==> config.mk <==
export PLATFORM = sky130hd
export DESIGN_NAME = busParityUnit
export DESIGN_NICKNAME = d
export VERILOG_FILES = /design/src/rtl/bpPkg.sv /design/src/rtl/bpCtrl.sv /design/src/rtl/bpData.sv /design/src/rtl/busParityUnit.sv
export SDC_FILE = /design/constraint.sdc
export NUM_CORES = 1
export LEC_CHECK = 0
export ABC_AREA = 1
export BUFFER_PORTS_ARGS = -buffer_cell sky130_fd_sc_hd__buf_2
export CAP_MARGIN = 20
export CORE_ASPECT_RATIO = 1.4
export CORE_MARGIN = 4
export CORE_UTILIZATION = 44
export CTS_CLUSTER_DIAMETER = 150
export CTS_CLUSTER_SIZE = 12
export DETAILED_ROUTE_END_ITERATION = 10
export PLACE_DENSITY = 0.77
export SYNTH_ARGS = -nofsm -noshare
export SYNTH_HDL_FRONTEND = slang
export SYNTH_SLANG_ARGS = --single-unit
export TNS_END_PERCENT = 1
==> constraint.sdc <==
create_clock -name clk -period 1.8 [get_ports clk]
set_input_delay 0.45 -clock clk [delete_from_list [all_inputs] [get_ports clk]]
set_output_delay 0.45 -clock clk [all_outputs]
set_load 0.005 [all_outputs]
==> src/rtl/bpPkg.sv <==
package bpPkg;

  // Strobes passed from the control to the datapath each cycle
  typedef struct packed {
    logic drive;     // block drives address or write data this cycle
    logic check;     // read data beat to be checked
    logic byteMode;  // effective coverage: per byte
    logic oddSense;  // effective sense: odd
    logic enable;    // effective parity enable
  } bpStrobeT;

endpackage

==> src/rtl/bpCtrl.sv <==
module bpCtrl
  import bpPkg::*;
#(
  parameter int LANES = 4
) (
  input  logic             clk,
  input  logic             rstN,
  input  logic             busCycle,
  input  logic             addrCycle,
  input  logic             isWrite,
  input  logic             cfgParEn,
  input  logic             cfgParOdd,
  input  logic             cfgByteMode,
  input  logic             outDisable,
  output bpStrobeT         strb,
  output logic             adOe,
  output logic [LANES-1:0] parOe
);

  localparam logic [LANES-1:0] TOP_ONLY = {1'b1, {(LANES-1){1'b0}}};

  logic modeEnQ, modeOddQ, modeByteQ, wrQ;
  logic startCycle;
  logic effEn, effOdd, effByte;

  assign startCycle = busCycle && addrCycle;

  // Mode snapshot taken at each address cycle
  always_ff @(posedge clk or negedge rstN) begin
    if (!rstN) begin
      modeEnQ   <= 1'b0;
      modeOddQ  <= 1'b0;
      modeByteQ <= 1'b0;
      wrQ       <= 1'b0;
    end else if (startCycle) begin
      modeEnQ   <= cfgParEn;
      modeOddQ  <= cfgParOdd;
      modeByteQ <= cfgByteMode;
      wrQ       <= isWrite;
    end
  end

  // The address cycle itself already uses the new mode
  always_comb begin
    effEn   = startCycle ? cfgParEn    : modeEnQ;
    effOdd  = startCycle ? cfgParOdd   : modeOddQ;
    effByte = startCycle ? cfgByteMode : modeByteQ;
  end

  always_comb begin
    strb.enable   = effEn;
    strb.oddSense = effOdd;
    strb.byteMode = effByte;
    strb.drive    = busCycle && (addrCycle || wrQ);
    strb.check    = busCycle && !addrCycle && !wrQ && effEn;
  end

  always_comb begin
    adOe  = strb.drive && !outDisable;
    parOe = '0;
    if (adOe) begin
      parOe = effByte ? {LANES{1'b1}} : TOP_ONLY;
    end
  end


  // outDisable releases every line
  od_release_chk: assert property (@(posedge clk) disable iff (!rstN)
    outDisable |-> (!adOe && parOe == '0));


  // read beats and idle cycles leave the lines undriven
  read_release_chk: assert property (@(posedge clk) disable iff (!rstN)
    (strb.check || !busCycle) |-> (!adOe && parOe == '0));


  // word mode drives only the top parity line
  word_lines_chk: assert property (@(posedge clk) disable iff (!rstN)
    (adOe && !strb.byteMode) |-> (parOe == TOP_ONLY));


  // mode snapshot is held inside a transfer
  mode_hold_chk: assert property (@(posedge clk) disable iff (!rstN)
    (busCycle && !addrCycle) |=> $stable({modeEnQ, modeOddQ, modeByteQ, wrQ}));

endmodule

==> src/rtl/bpData.sv <==
module bpData
  import bpPkg::*;
#(
  parameter int DATA_W = 32,
  parameter int LANE_W = 8,
  localparam int LANES = DATA_W / LANE_W
) (
  input  logic              clk,
  input  logic              rstN,
  input  bpStrobeT          strb,
  input  logic [DATA_W-1:0] busData,
  input  logic [LANES-1:0]  byteEnN,
  input  logic [LANES-1:0]  parIn,
  output logic [LANES-1:0]  parOut,
  output logic              parErr,
  output logic              parErrStb
);

  logic [LANES-1:0] laneXor;
  logic [LANES-1:0] laneGen;
  logic [LANES-1:0] laneMiss;
  logic             wordGen;
  logic             wordMiss;
  logic             errHit;

  // Per-lane reduction trees
  for (genvar i = 0; i < LANES; i++) begin : gLane
    assign laneXor[i]  = ^busData[i*LANE_W +: LANE_W];
    assign laneGen[i]  = laneXor[i] ^ strb.oddSense;
    assign laneMiss[i] = (laneGen[i] ^ parIn[i]) & ~byteEnN[i];
  end

  assign wordGen  = (^laneXor) ^ strb.oddSense;
  assign wordMiss = wordGen ^ parIn[LANES-1];

  always_comb begin
    parOut = '0;
    if (strb.enable) begin
      if (strb.byteMode) parOut = laneGen;
      else               parOut[LANES-1] = wordGen;
    end
  end

  assign errHit = strb.check && (strb.byteMode ? |laneMiss : wordMiss);

  always_ff @(posedge clk or negedge rstN) begin
    if (!rstN) begin
      parErrStb <= 1'b0;
      parErr    <= 1'b0;
    end else begin
      parErrStb <= errHit;
      if (errHit) parErr <= 1'b1;
    end
  end


  // the strobe always comes with the flag
  stb_flag_chk: assert property (@(posedge clk) disable iff (!rstN)
    parErrStb |-> parErr);


  // the flag never falls without a reset
  flag_sticky_chk: assert property (@(posedge clk) disable iff (!rstN)
    parErr |=> parErr);


  // an error needs a checked beat with parity enabled one cycle earlier
  stb_source_chk: assert property (@(posedge clk) disable iff (!rstN)
    $rose(parErrStb) |-> ($past(strb.check) && $past(strb.enable)));

endmodule

==> src/rtl/busParityUnit.sv <==
module busParityUnit
  import bpPkg::*;
#(
  parameter int DATA_W = 32,
  parameter int LANE_W = 8,
  localparam int LANES = DATA_W / LANE_W
) (
  input  logic              clk,
  input  logic              rstN,
  input  logic              busCycle,
  input  logic              addrCycle,
  input  logic              isWrite,
  input  logic              cfgParEn,
  input  logic              cfgParOdd,
  input  logic              cfgByteMode,
  input  logic              outDisable,
  input  logic [DATA_W-1:0] busData,
  input  logic [LANES-1:0]  byteEnN,
  input  logic [LANES-1:0]  parIn,
  output logic [LANES-1:0]  parOut,
  output logic [LANES-1:0]  parOe,
  output logic              adOe,
  output logic              parErr,
  output logic              parErrStb
);

  bpStrobeT strb;

  bpCtrl #(.LANES(LANES)) uCtrl (
    .clk         (clk),
    .rstN        (rstN),
    .busCycle    (busCycle),
    .addrCycle   (addrCycle),
    .isWrite     (isWrite),
    .cfgParEn    (cfgParEn),
    .cfgParOdd   (cfgParOdd),
    .cfgByteMode (cfgByteMode),
    .outDisable  (outDisable),
    .strb        (strb),
    .adOe        (adOe),
    .parOe       (parOe)
  );

  bpData #(.DATA_W(DATA_W), .LANE_W(LANE_W)) uData (
    .clk       (clk),
    .rstN      (rstN),
    .strb      (strb),
    .busData   (busData),
    .byteEnN   (byteEnN),
    .parIn     (parIn),
    .parOut    (parOut),
    .parErr    (parErr),
    .parErrStb (parErrStb)
  );

endmodule

# Word level (Yosys, flattened, before mapping)
# Index checks and enable logic that the tools add are counted.
# op_classes
add_sub_neg,0
mul,0
n_div,0
magnitude_cmp,0
eq_ne,0
n_shift,0
n_mux,9
n_bitwise,18
reduce_logical,17
# ops
op,n
XOR reduction 8 bit,4
XOR 1 bit,10
2-to-1 mux 4 bit,2
logical AND 1 bit,7
2-to-1 mux 3 bit,2
2-to-1 mux 1 bit,5
AND 1 bit,4
NOT 1 bit,4
OR reduction 4 bit,1
XOR reduction 4 bit,1
logical NOT 1 bit,3
logical OR 1 bit,1
# word_totals
reg_bits,6
latch_bits,0
ram_bits,0
romBits,0
output_inout_bits,11
word_cells,50
n_memories,0

# Depth between registers and ports, before layout
# logic_depth
depth_word,8
ltp_mapped,17
ltp_nobuf,17

# Hierarchy
# A second synthesis with hierarchy kept.
# unflattened
hier_cells,277
hier_area_um2,1336.3
# modules_own_cells
module,instances,cells_per_inst,area_per_inst_um2
bpData,1,237,1067.3
bpCtrl,1,40,269.0

# Least setup slack after synthesis
# No wires, ideal clock.
# synth_path
path_type,in2out
startpoint,input busData[0]
endpoint,output parOut[3]
arrival_time_ns,1.371
required_time_ns,1.350
setup_slack_ns,-0.021
cell_stages,14
n_path_buf,0
cell_sequence,nand2_1 -> inv_1 -> nor2_1 -> nand2_1 -> nand2_1 -> nand2_1 -> nand2_2 -> inv_1 -> nand2_1 -> nand2_4 -> inv_1 -> nand2_1 -> nand4_1 -> o21ai_0
# synth_via
elab_chain_len,5
# synth_lines
item,line_no,source
start: declaration,busParityUnit.sv:17,"input logic [DATA_W-1:0] busData,"
XOR reduction 8 bit,bpData.sv:28,assign laneXor[i] = ^busData[i*LANE_W +: LANE_W];
XOR reduction 4 bit,bpData.sv:33,assign wordGen = (^laneXor) ^ strb.oddSense;
XOR 1 bit,bpData.sv:33,
2-to-1 mux 1 bit,bpData.sv:39,if (strb.byteMode) parOut = laneGen;
2-to-1 mux 4 bit,bpData.sv:38,if (strb.enable) begin
end: declaration,busParityUnit.sv:20,"output logic [LANES-1:0] parOut,"
# No other way between the ends.

# Final worst setup path
# layout_path
startpoint,input busData[31]
endpoint,output parOut[3]
# layout_via
elab_chain_len,5
word_cells_on_any_way,6
cone_classes,mux (2); bitwise (2); reduce/logical (2)
# layout_lines
item,line_no
XOR reduction 8 bit (*),bpData.sv:28
XOR reduction 4 bit,bpData.sv:33
XOR 1 bit,bpData.sv:33
2-to-1 mux 1 bit (*),bpData.sv:39
2-to-1 mux 4 bit (*),bpData.sv:38
# Mark *: on every way between the ends. The rest lies on a longest branch, timed or not.

==> results.yml <==
power_and_ir_drop:
  pwr-share-seq: 0.120
  power_leakage_nw: 1.49
  clkPwrFrac: 0.159
  internal_power_mw: 0.715
  p_per_area_mw_per_mm2: 515
  swShare: 0.448
  switchingPower_mw: 0.582
  pwr-share-comb: 0.722
  vdd_drop_max_v: 0.000354
timing:
  fmax_mhz: 472
  rsz0062_at_grt: "true"
  tightestPinTransition_ps: 341
  skew_ps: 4.55
  holdWs_ps: 33.4
  hold_violations: 0
  slew_headroom: 0.771
  fin_crit_sh: 1.18
  fin_crit_ps: 2120
  drv_slew: 0
  worst_slack_ps: -317
  final-setup-viol-count: 6
global_routing:
  grt_pass1_wl_um: 6560
  overflow: 0
  grt_max_degree: 7
  track_usage: 0.183
  first_global_vias: 1834
  grt_antenna_before_repair: 0
finish:
  final_layout_size_suffix_gt1_frac: 0.581
  syn_to_final_growth_pct: 74.3
  final_common_cell: "nand2_1"
  final_nets: 438
  final_util: 0.806
  final_cell_mix: "nand2_1 (99), nand2_2 (65), buf_2 (40), buf_4 (40), inv_1 (26)"
  diodes: 0
outcome:
  status: "finished with violations"
  violations: "negative setup slack"
clocking:
  clock_path_buffers: 2
  cts_buffers: 3
  cts_tree: "yes"
  htree_levels: 1
  cts_hold_buf: 0
  insertion_delay_ps: 230
  cts.clk_slew.worst_paths_ps: 40
  clock-sinks: 6
  clockRootBuffer: "clkbuf_8"
detailed_routing:
  drt_iter0_markers: 76
  antenna_left: 0
  first_pass_iters: 4
  drc: 0
  vias: 2173
  wl_per_cell_um: 12.4
  wirelength_um: 5270
  avgViaCountPerCell: 5.10
yosys:
  synth_flop_cell: "dfrtp_1"
  synth_warnings: 0
  synthesis.area_mm2: 0.00144
  synth-seq-cells: 6
  netlist-cell-type-count: 20
  syn-instance-count: 296
  syn_area_per_cell_um2: 4.88
  synth_edf_count: 0
  ys_seq_area_frac: 0.104
  async_flop_share: 1.00
  syn_nets: 345
placed_design:
  dp.final_hpwl_um: 3180
  io_buffers: 59
  gp_congestion: 0.871
hold_path:
  hold_path.class: "input port to asynchronous set/reset pin"
setup_path:
  path_class: "input port to primary output"
  start_kind: "input port"
  arrival_ps: 1670
  end_kind: "primary output"
  cp_max_fo: 3
  crit_required_ps: 1350
floorplanning:
  ioPinCount: 60
  dieArea_mm2: 0.00428
  die_w_um: 56.4
  core-area_mm2: 0.00312
  fp.dieH_um: 75.8
  row_count: 24
  initial_core_util: 0.462
run:
  maxCapViolCount: 0
[per-layer routing]
metal	vias to the layer above	part of all wire	GRT usage
met5	-	0	0
met2	74	0.59	0.391
li1	1071	-	-
met4	0	0.025	0.0580
met3	17	0.049	0.0254
met1	1011	0.33	0.178
[flip-flops by register name, indices dropped and copies added (netlist names)]
name             flops
uCtrl.wrQ            1
uData.parErrStb      1
uCtrl.modeByteQ      1
uData.parErr         1
uCtrl.modeEnQ        1
uCtrl.modeOddQ       1
[critical path, cell delays in order]
cell	delay, ps
buf_2	120
inv_2	60
nand2_1	70
nand2_2	80
nand2_1	80
nand2_2	70
inv_1	40
nand2_1	70
nand2_2	70
buf_4	130
nand2_2	50
nand2_1	80
o21ai_1	170
buf_2	140
[what timing repair did]
| item | 4_1_cts | 5_1_grt |
|---|---|---|
| setup endpoints to repair | 8 | 9 |
| buffers inserted | 10 | 1 |
| resized for setup | 30 | 120 |
| pin swaps | 27 | 65 |
[stage by stage]
| stage | std cells | power [mW] | area, um2 | TNS (ps) | setup WS, ps |
|---|---|---|---|---|---|
| global route | 426 | 1.37 | 2520 | -2120 | -414 |
| global placement | 412 | 0.789 | 1940 | -1730 | -253 |
| detailed placement | 412 | 0.806 | 1940 | -1990 | -302 |
| CTS | 425 | 1.10 | 2170 | -938 | -251 |
| finish | 426 | 1.30 | 2520 | -1470 | -317 |
| floorplan | 296 | 0.555 | 1460 | 0 | 4.56 |
[power groups by stage]
stage / logic (mW) / clock network [mW] / registers [mW]
CTS: 0.748 / 0.202 / 0.155
floorplan: 0.400 / 0 / 0.155
detailed placement: 0.649 / 0 / 0.156
global placement: 0.632 / 0 / 0.156
finish: 0.936 / 0.206 / 0.155
global route: 1.01 / 0.207 / 0.157
[Yosys cell counts (2+ instances only)]
master,n,area [um2]
nor2_4,3,33.8
inv_1,45,169
dfrtp_1,6,150
o21ai_0,3,15.0
nand2_1,168,631
inv_2,7,26.3
buf_4,3,22.5
a21oi_1,3,15.0
nand3_2,8,80.1
nand2_2,7,43.8
nand2_4,4,45.0
nand3_1,23,115
nor2_1,6,22.5
nand3b_1,3,22.5
nor4_1,2,12.5
[cell families (layout without fill, tap and decap cells)]
logic type	Yosys count	in the layout	share of synthesized area
AOI/OAI and AO/OA	6	6	0.0208
xor gates and xnor gates	2	2	0.0121
buffers and inverters	55	146	0.151
DFF	6	6	0.104
muxes	1	1	0.00780
and+or+nand+nor	226	226	0.704
[area by class of cell]
| type | instances | area (um2) |
|---|---|---|
| multi-input combinational | 235 | 1440 |
| timing repair buffer | 91 | 624 |
| fill | 231 | 606 |
| inverter | 52 | 213 |
| sequential | 6 | 150 |
| tap | 39 | 48.8 |
| clock buffer | 3 | 41.3 |
[path summary, 6_finish.rpt]
path / from / end / slack (ps) / cells past startpoint
worst max-delay path: busData[31] / parOut[3] / -320 / 14
worst min-delay path: rstN / uData.parErr$_DFFE_PN0P_ / 30 / 1
worst max register to register: uCtrl.modeOddQ$_DFF_PN0_ / uData.parErr$_DFFE_PN0P_ / -230 / 17
worst min register to register: uData.parErr$_DFFE_PN0P_ / uData.parErr$_DFFE_PN0P_ / 500 / 2
max in group asynchronous: rstN / uCtrl.modeOddQ$_DFF_PN0_ / 1630 / 1
min in group clk: isWrite / uCtrl.wrQ$_DFFE_PN0N_ / 460 / 2
(Power assumes the default switching activity.)
